<file path="src/rtl/sbr_pkg.sv">
package sbr_pkg;
    parameter int DATA_W    = 8;
    parameter int SUB_W     = 6;
    parameter int MAP_DEPTH = 1 << SUB_W;
    parameter int PTR_W     = SUB_W + 1;
    parameter int TOP_SUB   = MAP_DEPTH - 1;
    parameter int HOLE_LO   = 'h30;
    parameter int HOLE_HI   = 'h37;
    parameter logic [5:0] DEV_ID_HI = 6'b010000;

    typedef enum logic [2:0] {
        ST_IDLE,
        ST_RX,
        ST_ACK,
        ST_TX,
        ST_MACK
    } xfer_state_e;

    typedef enum logic [1:0] {
        RX_ADDR,
        RX_SUB,
        RX_DATA
    } rx_role_e;

    typedef struct packed {
        logic scl;
        logic sda;
        logic scl_rise;
        logic scl_fall;
        logic start;
        logic stop;
    } line_ev_t;

    // true when a subaddress maps to real storage
    function automatic logic sub_ok(input int s);
        return (s >= 0) && (s < MAP_DEPTH) && !((s >= HOLE_LO) && (s <= HOLE_HI));
    endfunction
endpackage

</file>
<file path="src/rtl/sbr_line_sync.sv">
module sbr_line_sync
    import sbr_pkg::*;
(
    input  logic     clk,
    input  logic     rst,
    input  logic     scl_pin,
    input  logic     sda_pin,
    output line_ev_t ev
);
    logic [1:0] scl_ff;
    logic [1:0] sda_ff;
    logic       scl_q;
    logic       sda_q;

    always_ff @(posedge clk) begin
        if (rst) begin
            scl_ff <= 2'b11;
            sda_ff <= 2'b11;
            scl_q  <= 1'b1;
            sda_q  <= 1'b1;
        end else begin
            scl_ff <= {scl_ff[0], scl_pin};
            sda_ff <= {sda_ff[0], sda_pin};
            scl_q  <= scl_ff[1];
            sda_q  <= sda_ff[1];
        end
    end

    always_comb begin
        ev.scl      = scl_ff[1];
        ev.sda      = sda_ff[1];
        ev.scl_rise = scl_ff[1] & ~scl_q;
        ev.scl_fall = ~scl_ff[1] & scl_q;
        ev.start    = scl_ff[1] & scl_q & sda_q & ~sda_ff[1];
        ev.stop     = scl_ff[1] & scl_q & ~sda_q & sda_ff[1];
    end
endmodule

</file>
<file path="src/rtl/sbr_regfile.sv">
module sbr_regfile
    import sbr_pkg::*;
(
    input  logic              clk,
    input  logic              rst,
    input  logic              we,
    input  logic [SUB_W-1:0]  waddr,
    input  logic [DATA_W-1:0] wdata,
    input  logic [SUB_W-1:0]  raddr,
    output logic [DATA_W-1:0] rdata
);
    logic [DATA_W-1:0] mem [MAP_DEPTH];

    always_ff @(posedge clk) begin
        if (rst) begin
            for (int i = 0; i < MAP_DEPTH; i++) mem[i] <= '0;
        end else if (we) begin
            mem[waddr] <= wdata;
        end
    end

    assign rdata = sub_ok(int'(raddr)) ? mem[raddr] : '0;

    // the controller never commits a write into the hole
    assert_wr_in_map_R9: assert property (@(posedge clk) disable iff (rst)
        we |-> sub_ok(int'(waddr)));
endmodule

</file>
<file path="src/rtl/sbr_xfer_ctrl.sv">
module sbr_xfer_ctrl
    import sbr_pkg::*;
(
    input  logic              clk,
    input  logic              rst,
    input  line_ev_t          ev,
    input  logic              strap,
    output logic              rf_we,
    output logic [SUB_W-1:0]  rf_waddr,
    output logic [DATA_W-1:0] rf_wdata,
    output logic [SUB_W-1:0]  rf_raddr,
    input  logic [DATA_W-1:0] rf_rdata,
    output logic              sda_pull
);
    xfer_state_e       st;
    rx_role_e          role;
    logic [3:0]        cnt;
    logic [DATA_W-1:0] shreg;
    logic [DATA_W-1:0] txsr;
    logic [PTR_W-1:0]  ptr;
    logic              is_read;
    logic              mack;
    logic              pull;

    logic [6:0]        my_addr;
    logic              byte_done;
    logic              wr_ok;
    logic [PTR_W-1:0]  ptr_adv;

    assign my_addr   = {DEV_ID_HI, strap};
    assign byte_done = ev.scl_fall && (cnt == 4'd8);
    assign wr_ok     = !ptr[PTR_W-1] && sub_ok(int'(ptr[SUB_W-1:0]));
    assign ptr_adv   = ptr[PTR_W-1] ? ptr : ptr + 1'b1;

    assign rf_raddr  = ptr[PTR_W-1] ? SUB_W'(TOP_SUB) : ptr[SUB_W-1:0];
    assign rf_waddr  = ptr[SUB_W-1:0];
    assign rf_wdata  = shreg;
    assign rf_we     = (st == ST_RX) && (role == RX_DATA) && byte_done && wr_ok;
    assign sda_pull  = pull;

    always_ff @(posedge clk) begin
        if (rst) begin
            st      <= ST_IDLE;
            role    <= RX_ADDR;
            cnt     <= '0;
            shreg   <= '0;
            txsr    <= '0;
            ptr     <= '0;
            is_read <= 1'b0;
            mack    <= 1'b0;
            pull    <= 1'b0;
        end else if (ev.start) begin
            st   <= ST_RX;
            role <= RX_ADDR;
            cnt  <= '0;
            pull <= 1'b0;
        end else if (ev.stop) begin
            st   <= ST_IDLE;
            pull <= 1'b0;
        end else begin
            unique case (st)
                ST_RX: begin
                    if (ev.scl_rise && cnt < 4'd8) begin
                        shreg <= {shreg[DATA_W-2:0], ev.sda};
                        cnt   <= cnt + 1'b1;
                    end else if (byte_done) begin
                        cnt <= '0;
                        unique case (role)
                            RX_ADDR: begin
                                if (shreg[7:1] == my_addr) begin
                                    is_read <= shreg[0];
                                    st      <= ST_ACK;
                                    pull    <= 1'b1;
                                end else begin
                                    st <= ST_IDLE;
                                end
                            end
                            RX_SUB: begin
                                if (sub_ok(int'(shreg))) begin
                                    ptr  <= shreg[PTR_W-1:0];
                                    st   <= ST_ACK;
                                    pull <= 1'b1;
                                end else begin
                                    st <= ST_IDLE;
                                end
                            end
                            default: begin
                                if (wr_ok) begin
                                    ptr  <= ptr + 1'b1;
                                    st   <= ST_ACK;
                                    pull <= 1'b1;
                                end else begin
                                    st <= ST_IDLE;
                                end
                            end
                        endcase
                    end
                end
                ST_ACK: begin
                    if (ev.scl_fall) begin
                        cnt <= '0;
                        if (role == RX_ADDR && is_read) begin
                            st   <= ST_TX;
                            txsr <= rf_rdata;
                            pull <= ~rf_rdata[DATA_W-1];
                            ptr  <= ptr_adv;
                        end else begin
                            pull <= 1'b0;
                            st   <= ST_RX;
                            role <= (role == RX_ADDR) ? RX_SUB : RX_DATA;
                        end
                    end
                end
                ST_TX: begin
                    if (ev.scl_rise) begin
                        cnt <= cnt + 1'b1;
                    end else if (ev.scl_fall) begin
                        if (cnt == 4'd8) begin
                            pull <= 1'b0;
                            st   <= ST_MACK;
                        end else begin
                            txsr <= {txsr[DATA_W-2:0], 1'b0};
                            pull <= ~txsr[DATA_W-2];
                        end
                    end
                end
                ST_MACK: begin
                    if (ev.scl_rise) begin
                        mack <= ~ev.sda;
                    end else if (ev.scl_fall) begin
                        if (mack) begin
                            st   <= ST_TX;
                            cnt  <= '0;
                            txsr <= rf_rdata;
                            pull <= ~rf_rdata[DATA_W-1];
                            ptr  <= ptr_adv;
                        end else begin
                            st <= ST_IDLE;
                        end
                    end
                end
                default: ;
            endcase
        end
    end

    // the data line only moves while the bus clock is low
    assert_pull_moves_scl_low_R11: assert property (@(posedge clk) disable iff (rst)
        !$stable(pull) |-> !ev.scl);

    // a STOP always leaves the target idle with the line released
    assert_stop_to_idle_R2: assert property (@(posedge clk) disable iff (rst)
        ev.stop |=> (st == ST_IDLE) && !pull);

    // the read pointer clamps one past the top and never wraps
    assert_ptr_clamped_R7: assert property (@(posedge clk) disable iff (rst)
        ptr[PTR_W-1] |-> (ptr[SUB_W-1:0] == '0));

    // a data byte past the top is refused and the target drops out
    assert_overrun_refused_R8: assert property (@(posedge clk) disable iff (rst)
        (st == ST_RX && role == RX_DATA && byte_done && !ev.start && !ev.stop && ptr[PTR_W-1])
        |=> (st == ST_IDLE) && !pull && !rf_we);

    // a bad subaddress leaves the pointer alone and releases the line
    assert_bad_sub_refused_R5: assert property (@(posedge clk) disable iff (rst)
        (st == ST_RX && role == RX_SUB && byte_done && !ev.start && !ev.stop && !sub_ok(int'(shreg)))
        |=> (st == ST_IDLE) && !pull && $stable(ptr));
endmodule

</file>
<file path="src/rtl/sbr_i2c_target.sv">
module sbr_i2c_target
    import sbr_pkg::*;
(
    input  logic clk,
    input  logic rst,
    input  logic scl_i,
    input  logic sda_i,
    input  logic addr_sel,
    output logic sda_pull_o
);
    line_ev_t          ev;
    logic              rf_we;
    logic [SUB_W-1:0]  rf_waddr;
    logic [DATA_W-1:0] rf_wdata;
    logic [SUB_W-1:0]  rf_raddr;
    logic [DATA_W-1:0] rf_rdata;

    sbr_line_sync u_sync (
        .clk     (clk),
        .rst     (rst),
        .scl_pin (scl_i),
        .sda_pin (sda_i),
        .ev      (ev)
    );

    sbr_regfile u_regs (
        .clk   (clk),
        .rst   (rst),
        .we    (rf_we),
        .waddr (rf_waddr),
        .wdata (rf_wdata),
        .raddr (rf_raddr),
        .rdata (rf_rdata)
    );

    sbr_xfer_ctrl u_ctrl (
        .clk      (clk),
        .rst      (rst),
        .ev       (ev),
        .strap    (addr_sel),
        .rf_we    (rf_we),
        .rf_waddr (rf_waddr),
        .rf_wdata (rf_wdata),
        .rf_raddr (rf_raddr),
        .rf_rdata (rf_rdata),
        .sda_pull (sda_pull_o)
    );
endmodule

</file>
<file path="config.mk">
export PLATFORM = sky130hd
export DESIGN_NAME = sbr_i2c_target
export DESIGN_NICKNAME = d
export VERILOG_FILES = /design/src/rtl/sbr_pkg.sv /design/src/rtl/sbr_line_sync.sv /design/src/rtl/sbr_regfile.sv /design/src/rtl/sbr_xfer_ctrl.sv /design/src/rtl/sbr_i2c_target.sv
export SDC_FILE = /design/constraint.sdc
export NUM_CORES = 1
export LEC_CHECK = 0
export BUFFER_PORTS_ARGS = -buffer_cell sky130_fd_sc_hd__buf_2
export CORE_ASPECT_RATIO = 1.5
export CORE_MARGIN = 4
export CORE_UTILIZATION = 35
export DETAILED_ROUTE_END_ITERATION = 12
export GPL_ROUTABILITY_DRIVEN = 0
export PLACE_DENSITY_LB_ADDON = 0.15
export SYNTH_ARGS = -nofsm -noshare
export SYNTH_HDL_FRONTEND = slang
export SYNTH_SLANG_ARGS = --single-unit
</file>
<file path="constraint.sdc">
create_clock -name clk -period 2.3 [get_ports clk]
set_input_delay 0.115 -clock clk [delete_from_list [all_inputs] [get_ports clk]]
set_output_delay 0.115 -clock clk [all_outputs]
set_load 0.03 [all_outputs]
</file>
==> Word level (Yosys, flattened, before mapping) <==
Memories as Yosys holds them, arrays and structs flattened.
Index checks and enable logic that the tools add are counted.
{ "classes": {"add_sub_neg": 2, "mul": 0, "div": 0, "order_cmp": 8, "n_eq_ne": 34, "shift": 0, "n_mux": 72, "n_bitwise": 17, "reduce_logical": 32} }
{ "op_table": {"columns": ["op", "n"], "rows": [
  ["2-to-1 mux 7 bit", 18],
  ["one-hot mux 7 bit (3 select lines)", 2],
  ["2-to-1 mux 4 bit", 7],
  ["2-to-1 mux 3 bit", 8],
  ["!= test 4 x 3 -> 1 bit (second input constant)", 6],
  ["2-to-1 mux 1 bit", 21],
  ["AND reduction 9 bit", 2],
  ["2-to-1 mux 8 bit", 2],
  ["!= test 2 x 1 -> 1 bit (second input constant)", 8],
  ["one-hot mux 4 bit (4 select lines)", 1],
  ["one-hot mux 7 bit (2 select lines)", 1],
  ["AND reduction 13 bit", 1],
  [">= comparator 6 bit (second input constant)", 2],
  ["less-or-equal comparator 6 bit (second input constant)", 2],
  ["2-to-1 mux 2 bit", 6],
  ["2-to-1 mux 6 bit", 2],
  ["!= test 4 bit (second input constant)", 3],
  ["one-hot mux 3 bit (4 select lines)", 1],
  ["AND reduction 12 bit", 1],
  ["AND reduction 4 bit", 3],
  ["logical AND 1 bit", 11],
  ["AND reduction 11 bit", 1],
  ["!= test 2 bit (second input constant)", 5],
  ["inverter 1 bit", 10],
  ["29 further kinds", 41]
]} }
{ "word_totals": {"register_bits": 40, "latchBits": 0, "ram_bits": 512, "rom_bits": 0, "in_bits": 5, "out_inout_bits": 1, "elab_cells": 180, "memories": 1} }
{ "mem_list": {"columns": ["memory", "depth", "width", "read_ports", "rd_ports_with_merged_regs", "wr", "line_no", "text"], "rows": [
  ["u_regs.mem", 64, 8, 1, 0, 64, "sbr_regfile.sv:12", "logic [DATA_W-1:0] mem [MAP_DEPTH];"]
]} }

==> Depth between registers and ports, before layout <==
Gate-level depths: netlist of run 1.
{ "depth": {"ltp_word": 11, "depth_mapped": 11, "mapped_depth_nobuf": 8} }

==> Hierarchy <==
From an unflattened synthesis of run 1, not the netlist that was laid out.
{ "unflattened": {"hier_cells": 1689, "area_unflattened_um2": 23417.5} }
{ "modules_own_cells": {"columns": ["module", "instances", "cells_per_inst", "area_per_inst_um2", "seq_area_each_um2"], "rows": [
  ["sbr_regfile", 1, 1405, 20873.8, 13452.9],
  ["sbr_xfer_ctrl", 1, 266, 2338.5, 680.7],
  ["sbr_line_sync", 1, 18, 205.2, 120.1]
]} }

==> Worst setup path before layout of run 1 <==
No wires, ideal clock.
{ "synth_timing": {"path_type": "register to register", "startpoint": "register u_ctrl.ptr[2]", "endpoint": "register u_ctrl.ptr[6]", "setup_time_ns": 0.128, "arrival_ns": 2.196, "required_time_ns": 2.172, "slack_ns": -0.024, "path_stages_with_launch": 12, "path_buffers": 4, "synth_period_minus_slack_ns": 2.324, "path_cell_list": "dfxtp_1 buf_2 buf_2 clkbuf_1 buf_1 nand4_1 ha_1 mux2_2 nand2_1 o21ai_0 mux2i_1 nor2_1"} }
{ "synth_via": {"elab_chain_len": 6, "elab_cells_between_ends": 19, "classes_between": "add/sub: 1; order compare: 2; eq/ne: 1; mux: 11; reduce/logical: 4"} }
{ "synth_lines": {"columns": ["item", "line_no", "text"], "rows": [
  ["start, declared", "sbr_xfer_ctrl.sv:20", "logic [PTR_W-1:0] ptr;"],
  ["start signal, assigned", "sbr_xfer_ctrl.sv:80", "ptr <= shreg[PTR_W-1:0];"],
  ["start signal, assigned", "sbr_xfer_ctrl.sv:89", "ptr <= ptr + 1'b1;"],
  ["start signal, assigned", "sbr_xfer_ctrl.sv:106", "ptr <= ptr_adv;"],
  ["adder 7 x 1 -> 7 bit, or another cell as far along", "sbr_xfer_ctrl.sv:33, sbr_xfer_ctrl.sv:89", null],
  ["2-to-1 mux 7 bit, or another cell as far along", "sbr_xfer_ctrl.sv:88", "if (wr_ok) begin"],
  ["one-hot mux 7 bit (2 select lines), or another cell as far along", "sbr_xfer_ctrl.sv:68", "unique case (role)"],
  ["2-to-1 mux 7 bit, or another cell as far along", "sbr_xfer_ctrl.sv:66", "end else if (byte_done) begin"],
  ["2-to-1 mux 7 bit, or another cell as far along", "sbr_xfer_ctrl.sv:63", "if (ev.scl_rise && cnt < 4'd8) begin"],
  ["one-hot mux 7 bit (3 select lines) or AND reduction 13 bit (tied branches)", null, null]
]} }
Several ways; a longest one is shown, not always the timed one. The select of a mux whose other input is x is not followed.
A chain may end at the register's enable or synchronous reset.

==> Worst setup path after layout of run 1 <==
{ "layout_timing": {"startpoint": "register u_ctrl.ptr[0]", "endpoint": "register u_ctrl.txsr[2]"} }
{ "layout_via": {"elab_chain_len": 8, "elab_cells_between_ends": 12, "classes_between": "order compare: 2; mux: 8; reduce/logical: 1; memory: 1"} }
{ "layout_lines": {"columns": ["item", "line_no", "text"], "rows": [
  ["2-to-1 mux 6 bit *", "sbr_xfer_ctrl.sv:35", "assign rf_raddr = ptr[PTR_W-1] ? SUB_W'(TOP_SUB) : ptr[SUB_W-1:0];"],
  ["branches (longest 2 deep; another with memory (64 x 8 bit))", null, null],
  ["2-to-1 mux 8 bit *", "sbr_regfile.sv:22", "assign rdata = sub_ok(int'(raddr)) ? mem[raddr] : '0;"],
  ["2-to-1 mux 7 bit", "sbr_xfer_ctrl.sv:131", "if (mack) begin"],
  ["2-to-1 mux 7 bit", "sbr_xfer_ctrl.sv:130", "end else if (ev.scl_fall) begin"],
  ["2-to-1 mux 7 bit", "sbr_xfer_ctrl.sv:128", "if (ev.scl_rise) begin"],
  ["one-hot mux 7 bit (3 select lines) *", "sbr_xfer_ctrl.sv:61", "unique case (st)"],
  ["end signal, assigned", "sbr_xfer_ctrl.sv:104", "txsr <= rf_rdata;"],
  ["end signal, assigned", "sbr_xfer_ctrl.sv:122", "txsr <= {txsr[DATA_W-2:0], 1'b0};"],
  ["end signal, assigned", "sbr_xfer_ctrl.sv:134", "txsr <= rf_rdata;"],
  ["end, declared", "sbr_xfer_ctrl.sv:19", "logic [DATA_W-1:0] txsr;"]
]} }
Mark *: on every way between the ends. The select of a mux whose other input is x is not followed.

==> reports/metrics.cfg, run 1 <==
[outcome]
status = finished, final reports clean

[synthesis]
async_flop_share = 0
yosysUniqueCellTypes = 80
synthCells = 1907
synth_fp_nets = 1916
synthTopCellsByArea = edfxtp_1, and2_1, mux4_2
synth_edf_count = 448
syn_area_per_cell_um2 = 12.4
post-synth-top-count-cell = and2_1
synth-seq-cells = 488
synth_top_area_cell = edfxtp_1
synth_common_cells = and2_1, edfxtp_1, nand2_1
synth_seq_area_share = 0.605
synth_ff_type = edfxtp_1
syn_area_um2 = 23600
post-synth-top-area-fraction = 0.571
yosys_warnings = 0

[clock_tree]
cts.path.max_buffers = 3
cts.sinks = 488
cts_root_buffer = clkbuf_16
insertion_delay_ns = 0.61
numCtsBuffers = 48
clk_pin_slew_ns = 0.07
htree_num_levels = 2
cts_tree = yes

[placed_design]
io_buffer_count = 5
pre_cts_slack_ns = -0.255
hpwl_mm = 52.7

[setup_path]
cp_cell_sequence = buf_12 > buf_12 > mux4_2 > a21oi_1 > o22ai_1 > buf_4 > o311a_1
endpoint_kind = register
r2r-start = u_ctrl.ptr[0]$_SDFFE_PP0P_
start_kind = register
timing.rr.end = u_ctrl.txsr[2]$_SDFFE_PP0P_
path_common_cell = buf_12
worstRegToRegCells = 7
crit_type = register to register
max_stage_delay_ns = 0.58
path_max_fanout = 24
critPathSlowestCell = mux4_2
crit_family = compound AO/OA/AOI/OAI gates
rrSetupSlack_ns = 0.05
arrival_ns = 2.73
path_buf_inv = 3
required_ns = 2.79

[cells_and_area]
nets = 2090
fillers = 6244
syn_to_final_growth_pct = 20.0
drive_gt1_frac = 0.254

[floorplanning]
ios = 6
die_w_um = 220
fp.coreArea_um2 = 66800
dieArea_um2 = 71600
start_util = 0.353
fp-row-count = 116
die_y_um = 326

[detailed_routing]
wirelength_mm = 75.9
antenna_left = 0
vias = 16100
drc = 0
drt_iter0_drc = 1338
wire_per_inst_um = 25.3
drt-pass1-iter-count = 6
viasPerCell = 5.36

[pwr]
p_total_uw = 19000
cellLeakagePower_uw = 0.0101
ir_drop_v = 0.000532
power_density_nw_per_um2 = 673

[sta]
setup_viol = 0
hold-worst-slack_ns = 0.0697
final.setup_skew_ns = 0.0159
setup_slack_ns = 0.0533
max_freq_mhz = 445
fin_crit_ns = 2.25
maxSlewViolCount = 0
tightest_slew_ns = 0.894
tns_ns = 0
relSlewSlack = 0.404
post-route-period-util = 0.977
hold_viol_final = 0

[min_path]
hold_end = u_ctrl.is_read$_SDFFE_PP0P_
hp-start = rst
min_path_type = primary input to register
hold_path_depth = 3

[global_route]
antenna_found_initial = 1
grt_pass1_vias = 16600
grt_first_pass_wirelength_mm = 111
overflow = 0
grt_max_degree = 93
grt_use_total = 0.210

[flow_run]
max_cap_violations = 0

[cell type report]
cell class	instances	area [µm²]	area share
Inverter	11	48.8	0.00173
Tap cell	885	1110	0.0392
Sequential cell	488	14300	0.505
Clock inverter	29	275	0.00974
Timing Repair Buffer	256	2230	0.0787
Multi-Input combinational cell	1276	9070	0.321
Antenna cell	1	2.50	0.0000885
Clock buffer	58	1260	0.0446
[layer usage]
metal,vias up,track usage,wire (µm)
met5,-,0,0
met4,0,0.0960,4200
met3,168,0.0262,3040
met2,443,0.365,38200
met1,8142,0.258,30500
li1,7336,-,-
[worst max path at each step]
stage | depth (start not counted) | to | slack, ns | start
after detailed placement | 8 | u_ctrl.txsr[2]$_SDFFE_PP0P_ | -0.25 | u_ctrl.ptr[0]$_SDFFE_PP0P_
after global placement | 9 | u_ctrl.txsr[3]$_SDFFE_PP0P_ | -0.26 | u_ctrl.ptr[6]$_SDFFE_PP0P_
final | 7 | u_ctrl.txsr[2]$_SDFFE_PP0P_ | 0.05 | u_ctrl.ptr[0]$_SDFFE_PP0P_
after floorplan | 7 | u_regs.mem[13][0]$_SDFFCE_PN0P_ | 0.007 | u_ctrl.st[2]$_SDFFE_PP0P_
after global routing | 10 | u_regs.mem[16][6]$_SDFFCE_PN0P_ | -0.01 | u_ctrl.cnt[0]$_SDFFE_PP0P_
after CTS | 6 | u_ctrl.sda_pull$_SDFFE_PP0P_ | -0.008 | u_ctrl.ptr[6]$_SDFFE_PP0P_
[report_power, final]
group          total, µW  switching, µW  internal, µW  leakage (µW)
logic               1030            616           413       0.00444
registers          10000            118          9920       0.00496
clock network       7970           3500          4470      0.000752
[tightest hold or removal path, cell delays in order]
cell and delay, ns:
buf_4 0.13, buf_12 0.23, nor2_1 0.14
[registers in the layout, indices dropped and copies added, names as in the netlist]
name             count
u_ctrl.st            3
u_ctrl.ptr           7
u_sync.scl_ff        2
u_ctrl.is_read       1
u_ctrl.role          2
u_ctrl.rf_wdata      8
u_ctrl.sda_pull      1
u_sync.scl_q         1
u_sync.sda_ff        2
u_sync.sda_q         1
u_regs.mem         448
u_ctrl.mack          1
u_ctrl.cnt           4
u_ctrl.txsr          7
[kinds of logic (layout without fill, tap and decap cells)]
kind of cell	count (synthesis)	in the layout	share of synthesized area
flip-flops	488	488	0.605
XOR/XNOR	6	6	0.00223
buffers and inverters	143	354	0.0257
AND/OR/NAND/NOR	861	861	0.206
multiplexers	124	124	0.0744
AO/OA/AOI/OAI	281	281	0.0844
other	0	1	0
adder cells (fa/ha/maj)	4	4	0.00212
[cell usage in the layout, fill, tap and decap left out, drive strengths merged, types with 28 or more instances in the layout]
master  count
nor2      101
nand2     113
buf       253
edfxtp    448
and2      455
a21oi      64
o21ai      38
or2        67
mux4       39
clkbuf     59
mux2i      65
o22ai      28
nand3      42
dfxtp      40
[what timing repair did]
item | in CTS | in global routing
gates resized for setup | 36 | 78
gates cloned | 0 | 1
setup endpoints to repair | 80 | 492
pin swaps | 1 | 11
hold buffers | 2 | 0
setup buffers | 0 | 5
hold endpoints to repair | 2 | 0
[through the flow]
| stage | instances | utilization | instance area (µm²) |
|---|---|---|---|
| 5_1_grt | 3003 | 0.423 | 28300 |
| 3_5_place_dp | 2909 | 0.393 | 26200 |
| 4_1_cts | 2998 | 0.419 | 28000 |
| 6_report | 3004 | 0.423 | 28300 |
| 2_1_floorplan | 1907 | - | 23600 |
| 3_3_place_gp | 2909 | 0.393 | 26200 |
(Power assumes the default switching activity.)
==> run 2, diff against run 1 <==
ABC_AREA = 1   (was not set)
==> run 2 against run 1 <==
  * Non-clock buffer count grew 5
  * Global-route usage shrank 0.91 points
  * First-iteration DRC count grew 13%
  * Worst setup slack gained 0.044 ns
  * Largest cell class unchanged
  * Register-to-register slack gained 0.04 ns
==> reports/metrics.cfg, run 2 <==
[outcome]
status = finished, final reports clean  ; unchanged

[cells_and_area]
nets = 2750  ; was 2090
n_antenna_cell = 0  ; was 1
stdcell_area_um2 = 28000  ; was 28300 µm²
largest_reg_flops = 448  ; unchanged
final_cell_mix = nand2_1, nor2_1, edfxtp_1, nand3_1, buf_4  ; was and2_1, edfxtp_1, buf_4, nand2_1, nor2_1
drive_gt1_frac = 0.156  ; was 0.254
multi_input_area_um2 = 7790  ; was 9070 µm²
regMostFlops = u_regs.mem  ; unchanged
final_common_cell = nand2_1  ; was and2_1
fillers = 6342  ; was 6244
ff_latch_area_um2 = 14300  ; about the same
syn_to_final_growth_pct = 22.0  ; was 20.0%

[floorplanning]
ios = 6  ; unchanged
die_w_um = 217  ; was 220 µm
fp.coreArea_um2 = 64800  ; was 66800 µm²
dieArea_um2 = 69800  ; was 71600 µm²
start_util = 0.355  ; was 0.353
fp-row-count = 114  ; was 116
die_y_um = 322  ; was 326 µm

[synthesis]
synth_seq_area_share = 0.621  ; was 0.605
syn_area_per_cell_um2 = 8.89  ; was 12.4 µm²
synthTopCellsByArea = edfxtp_1, nand2_1, nor2_1  ; was edfxtp_1, and2_1, mux4_2
synth_ff_type = edfxtp_1  ; unchanged
synth_top_area_cell = edfxtp_1  ; unchanged
yosys_warnings = 0  ; unchanged
synth-seq-cells = 488  ; unchanged
synthCells = 2583  ; was 1907
async_flop_share = 0  ; unchanged
post-synth-top-area-fraction = 0.586  ; was 0.571
synth_common_cells = nand2_1, nor2_1, edfxtp_1  ; was and2_1, edfxtp_1, nand2_1
synth_fp_nets = 2592  ; was 1916
synth_edf_count = 448  ; unchanged
post-synth-top-count-cell = nand2_1  ; was and2_1
yosysUniqueCellTypes = 35  ; was 80
syn_area_um2 = 23000  ; was 23600 µm²

[sta]
tightest_slew_ns = 0.979  ; was 0.894 ns
relSlewSlack = 0.347  ; was 0.404
fin_crit_ns = 2.20  ; was 2.25 ns
grt_setup_unrepaired = yes
maxSlewViolCount = 0  ; unchanged
final.setup_skew_ns = 0.0205  ; was 0.0159 ns
hold_viol_final = 0  ; unchanged
setup_viol = 0  ; unchanged
post-route-period-util = 0.958  ; was 0.977
max_freq_mhz = 454  ; was 445 MHz
setup_slack_ns = 0.0970  ; was 0.0533 ns

[placed_design]
hpwl_mm = 47.0  ; was 52.7 mm
pre_cts_slack_ns = -0.131  ; was -0.255 ns
io_buffer_count = 5  ; unchanged
dpl-instance-area_um2 = 26100  ; was 26200 µm²

[detailed_routing]
vias = 18100  ; was 16100
wire_per_inst_um = 19.5  ; was 25.3 µm
wirelength_mm = 70.9  ; was 75.9 mm
antenna_left = 0  ; unchanged
drt-pass1-iter-count = 6  ; unchanged
drc = 0  ; unchanged
viasPerCell = 4.96  ; was 5.36
drt_iter0_drc = 1512  ; was 1338

[pwr]
cellLeakagePower_uw = 0.0109  ; was 0.0101 µW
p_int_uw = 19800  ; was 14800 µW
clkPwrFrac = 0.230  ; was 0.418
ir_drop_v = 0.000844  ; was 0.000532 V
switchingPower_uw = 13800  ; was 4230 µW
power_density_nw_per_um2 = 1200  ; was 673 nW/µm²
p_comb_frac = 0.463  ; was 0.054
p_total_uw = 33700  ; was 19000 µW
swShare = 0.411  ; was 0.222
seqPwrFrac = 0.307  ; was 0.527

[global_route]
overflow = 0  ; unchanged
met2_usage = 0.361  ; was 0.365
busiest_layer = met2  ; unchanged
grt_use_total = 0.201  ; was 0.210
grt_max_degree = 59  ; was 93
antenna_found_initial = 0  ; was 1
met1_usage = 0.248  ; was 0.258
grt_first_pass_wirelength_mm = 108  ; was 111 mm
grt_pass1_vias = 18200  ; was 16600
met3_usage = 0.0218  ; was 0.0262

[clock_tree]
cts_root_buffer = clkbuf_16  ; unchanged
cts.path.max_buffers = 3  ; unchanged
insertion_delay_ns = 0.58  ; was 0.61 ns
htree_num_levels = 2  ; unchanged
clk_pin_slew_ns = 0.07  ; about the same
cts_tree = yes  ; unchanged
cts.sinks = 488  ; unchanged
numCtsBuffers = 47  ; was 48

[setup_path]
cp_cell_sequence = buf_4 > nor2_4 > buf_12 > buf_12 > buf_12 > nor2_1 > nor2_1 > o21ai_0 > nand2_1 > nand2_1 > nand3_1 > nand3_1 > nand3_1 > nand2_1 > a21oi_1  ; was buf_12 > buf_12 > mux4_2 > a21oi_1 > o22ai_1 > buf_4 > o311a_1
max_stage_delay_ns = 0.32  ; was 0.58 ns
start_kind = register  ; unchanged
endpoint_kind = register  ; unchanged
critPathSlowestCell = dfxtp_1  ; was mux4_2
rrSetupSlack_ns = 0.1  ; was 0.05 ns
arrival_ns = 2.69  ; was 2.73 ns
required_ns = 2.79  ; about the same
path_max_fanout = 29  ; was 24
crit_type = register to register  ; unchanged

[flow_run]
max_cap_violations = 0  ; unchanged

[min_path]
min_path_type = primary input to register  ; unchanged

-- run 2: cell types whose count changed after synthesis, moves of 54 or more --
| cell | change |
|---|---|
| inv_1 | +125 |
| and2_1 | -455 |
| or2_2 | -54 |
| nand2_1 | +628 |
| nand3_1 | +232 |
| nor2_1 | +476 |
| mux2i_1 | -65 |
-- run 2: stage by stage --
step / util / TNS [ns] / hold slack (ns) / instances
floorplan: - / 0 / 0.219 / 2583
global placement: 0.403 / -20.16 / 0.302 / 3551
detailed placement: 0.403 / -15.08 / 0.301 / 3551
CTS: 0.428 / 0 / 0.0674 / 3639
global route: 0.433 / -0.387 / 0.133 / 3645
finish: 0.433 / 0 / 0.0935 / 3645
-- run 2: worst max-delay path, delay by kind of cell, from the launching register on --
family,cells,cell delay (ns)
AOI/OAI and AO/OA,2,0.22
buffers and inverters,4,0.68
DFF,1,0.32
and+or+nand+nor,9,0.87
-- run 2: repair_timing --
item / CTS / global route
hold buffers: 5 / 0
cloned: 0 / 1
buffers inserted: 0 / 7
pin swaps: 2 / 5
resized for setup: 14 / 69
endpoints found under the hold margin: 5 / 0
setup endpoints to repair: 317 / 496
-- run 2: cell families after synthesis --
kind of cell / count (synthesis) / share of synthesized area
simple gates: 1632 / 0.289
flops: 488 / 0.621
buf+inv: 298 / 0.0511
compound gates: 160 / 0.0369
fa+ha+maj: 4 / 0.00218
xor+xnor: 1 / 0.000382
-- run 2: cell type report --
class                   instances  share of cell area
flip-flops and latches        488               0.509
multi-input cells            1797               0.278
repair buffers                261               0.101
clock buffers                  62              0.0455
well taps                     870              0.0389
inverters                     146              0.0196
clock inverters                21             0.00817
-- run 2: worst paths after layout --
check,start,to,cells after the start
worst max-delay path,u_ctrl.ptr[6]$_SDFFE_PP0P_,u_ctrl.txsr[6]$_SDFFE_PP0P_,15
worst min-delay path,addr_sel,u_ctrl.is_read$_SDFFE_PP0P_,7
worst max register to register,u_ctrl.ptr[6]$_SDFFE_PP0P_,u_ctrl.txsr[6]$_SDFFE_PP0P_,15
worst min register to register,u_sync.sda_ff[0]$_SDFF_PP1_,u_sync.sda_ff[1]$_SDFF_PP1_,1
-- run 2: metal layers --
metal	up-vias	routed length, µm
met3	129	3190
li1	8774	-
met1	8681	28800
met4	0	2780
met5	-	0
met2	493	36200
-- run 2: power groups by stage --
stage,clock (µW),combinational [µW],sequential (µW)
after floorplan,0,8760,10400
after global placement,0,15100,10500
after detailed placement,0,15100,10500
after CTS,7930,15200,10300
after global routing,8300,17000,10400
final,7740,15600,10300
==> run 3, diff against run 2 <==
CORE_ASPECT_RATIO = not set   (was 1.5)
==> run 3 against run 2 <==
  * Die area shrank 0.12%
  * Sequential share of layout area shrank 0.61 points
  * Largest power group unchanged
  * First-iteration DRC count grew 15%
  * Worst setup slack lost 0.085 ns
  * Utilization grew 0.58 points
  * Combinational power grew 3%
  * Register-to-register slack lost 0.09 ns
  * Largest cell class unchanged
  * Sequential power is essentially flat
==> reports/metrics.cfg, run 3 (synthesized netlist as in run 2, its figures left out) <==
[placed_design]
dpl-instance-area_um2 = 26100  ; about the same
hpwl_mm = 47.3  ; was 47.0 mm
io_buffer_count = 5  ; unchanged

[clock_tree]
insertion_delay_ns = 0.62  ; was 0.58 ns
clk_pin_slew_ns = 0.06  ; was 0.07 ns
cts.path.max_buffers = 3  ; unchanged
htree_num_levels = 2  ; unchanged
numCtsBuffers = 55  ; was 47
cts_tree = yes  ; unchanged
cts.sinks = 488  ; unchanged
cts_root_buffer = clkbuf_16  ; unchanged

[setup_path]
cp_cell_sequence = inv_2 > ha_4 > nand3_4 > nor2_4 > inv_2 > nor4_2 > nand2_1 > inv_2 > buf_6 > nand2_8 > nor2_4 > buf_12 > nand2_1 > nand2_2 > buf_12  ; was buf_4 > nor2_4 > buf_12 > buf_12 > buf_12 > nor2_1 > nor2_1 > o21ai_0 > nand2_1 > nand2_1 > nand3_1 > nand3_1 > nand3_1 > nand2_1 > a21oi_1
path_common_cell = inv_2
required_ns = 2.63  ; was 2.79 ns
crit_type = register to register  ; unchanged
arrival_ns = 2.61  ; was 2.69 ns
start_kind = register  ; unchanged
critPathSlowestCell = dfxtp_2  ; was dfxtp_1
path_max_fanout = 8  ; was 29
endpoint_kind = register  ; unchanged
max_stage_delay_ns = 0.32  ; about the same

[sta]
post-route-period-util = 0.995  ; was 0.958
setup_viol = 0  ; unchanged
final.setup_skew_ns = 0.0172  ; was 0.0205 ns
fin_crit_ns = 2.29  ; was 2.20 ns
hold_viol_final = 0  ; unchanged
relSlewSlack = 0.371  ; was 0.347
max_freq_mhz = 437  ; was 454 MHz
tightest_slew_ns = 0.944  ; was 0.979 ns
grt_setup_unrepaired = yes  ; unchanged
maxSlewViolCount = 0  ; unchanged

[floorplanning]
fp.coreArea_um2 = 64700  ; was 64800 µm²
start_util = 0.355  ; about the same
ios = 6  ; unchanged
fp-row-count = 93  ; was 114
dieArea_um2 = 69800  ; about the same
die_w_um = 264  ; was 217 µm
die_y_um = 264  ; was 322 µm

[detailed_routing]
antenna_left = 0  ; unchanged
drt-pass1-iter-count = 6  ; unchanged
wirelength_mm = 73.0  ; was 70.9 mm
drc = 0  ; unchanged
vias = 18400  ; was 18100
viasPerCell = 5.04  ; was 4.96
drt_iter0_drc = 1741  ; was 1512
wire_per_inst_um = 20.0  ; was 19.5 µm

[global_route]
grt_pass1_vias = 17900  ; was 18200
grt_first_pass_wirelength_mm = 109  ; was 108 mm
antenna_found_initial = 0  ; unchanged
overflow = 0  ; unchanged
grt_use_total = 0.204  ; was 0.201
grt_max_degree = 74  ; was 59

[cells_and_area]
stdcell_area_um2 = 28400  ; was 28000 µm²
nets = 2765  ; was 2750
final_common_cell = nand2_1  ; unchanged
drive_gt1_frac = 0.167  ; was 0.156
regMostFlops = u_regs.mem  ; unchanged
final_cell_mix = nand2_1, nor2_1, edfxtp_1, nand3_1, buf_4  ; unchanged
largest_reg_flops = 448  ; unchanged
postLayoutCoreUtil = 0.438  ; was 0.433
n_antenna_cell = 0  ; unchanged
syn_to_final_growth_pct = 23.5  ; was 22.0%

[outcome]
status = finished, final reports clean  ; unchanged

[flow_run]
max_cap_violations = 0  ; unchanged

[pwr]
p_total_uw = 35100  ; was 33700 µW
power_density_nw_per_um2 = 1240  ; was 1200 nW/µm²
cellLeakagePower_uw = 0.0111  ; was 0.0109 µW
ir_drop_v = 0.000949  ; was 0.000844 V

[min_path]
min_path_type = primary input to register  ; unchanged

-- run 3: timing repair --
action	4_1_cts	5_1_grt
hold buffers	5	0
pin swaps	6	6
resized for setup	27	71
setup endpoints to repair	685	419
setup buffers	2	1
hold endpoints to repair	10	0
gates cloned	0	3
-- run 3: where the power goes --
group	leakage [µW]	switching [µW]	internal [µW]
clock network	0.000852	3650	5020
registers	0.00491	262	10100
logic	0.00537	10600	5480
-- run 3: final timing paths --
path	from	endpoint	slack, ns	depth (start not counted)
worst min-delay path	addr_sel	u_ctrl.is_read$_SDFFE_PP0P_	0.12	7
worst min register to register	u_sync.scl_ff[0]$_SDFF_PP1_	u_sync.scl_ff[1]$_SDFF_PP1_	0.41	1
worst max-delay path	u_ctrl.cnt[0]$_SDFFE_PP0P_	u_regs.mem[26][2]$_SDFFCE_PN0P_	0.01	15
worst max register to register	u_ctrl.cnt[0]$_SDFFE_PP0P_	u_regs.mem[26][2]$_SDFFCE_PN0P_	0.01	15
-- run 3: per-layer routing --
layer,track usage,routed length (µm)
met5,0,0
met4,0.0551,1890
met3,0.0238,4270
met2,0.334,34000
met1,0.290,32900
-- run 3: cell type report --
class                   instances  area (µm²)
clock inverters                27         256
fillers                      6411       36300
flip-flops and latches        488       14300
clock buffers                  72        1500
repair buffers                268        2900
inverters                     146         549
well taps                     855        1070
multi-input cells            1797        7820
-- run 3: through the flow --
step           TNS (ns)  setup slack (ns)  cells  hold slack (ns)
2_1_floorplan         0            0.0335   2583            0.219
3_3_place_gp     -55.67            -0.209   3543            0.304
3_5_place_dp     -61.88            -0.244   3543            0.309
4_1_cts         -0.0931           -0.0102   3649           0.0894
5_1_grt           -4.90           -0.0759   3653            0.196
6_report              0            0.0116   3653            0.116
-- run 3: worst max-delay path: cells and delay by family, from the launching register on --
family        cells  cell delay [ns]
flops             1             0.32
buf+inv           6             0.67
simple gates      8             0.86
fa+ha+maj         1             0.14
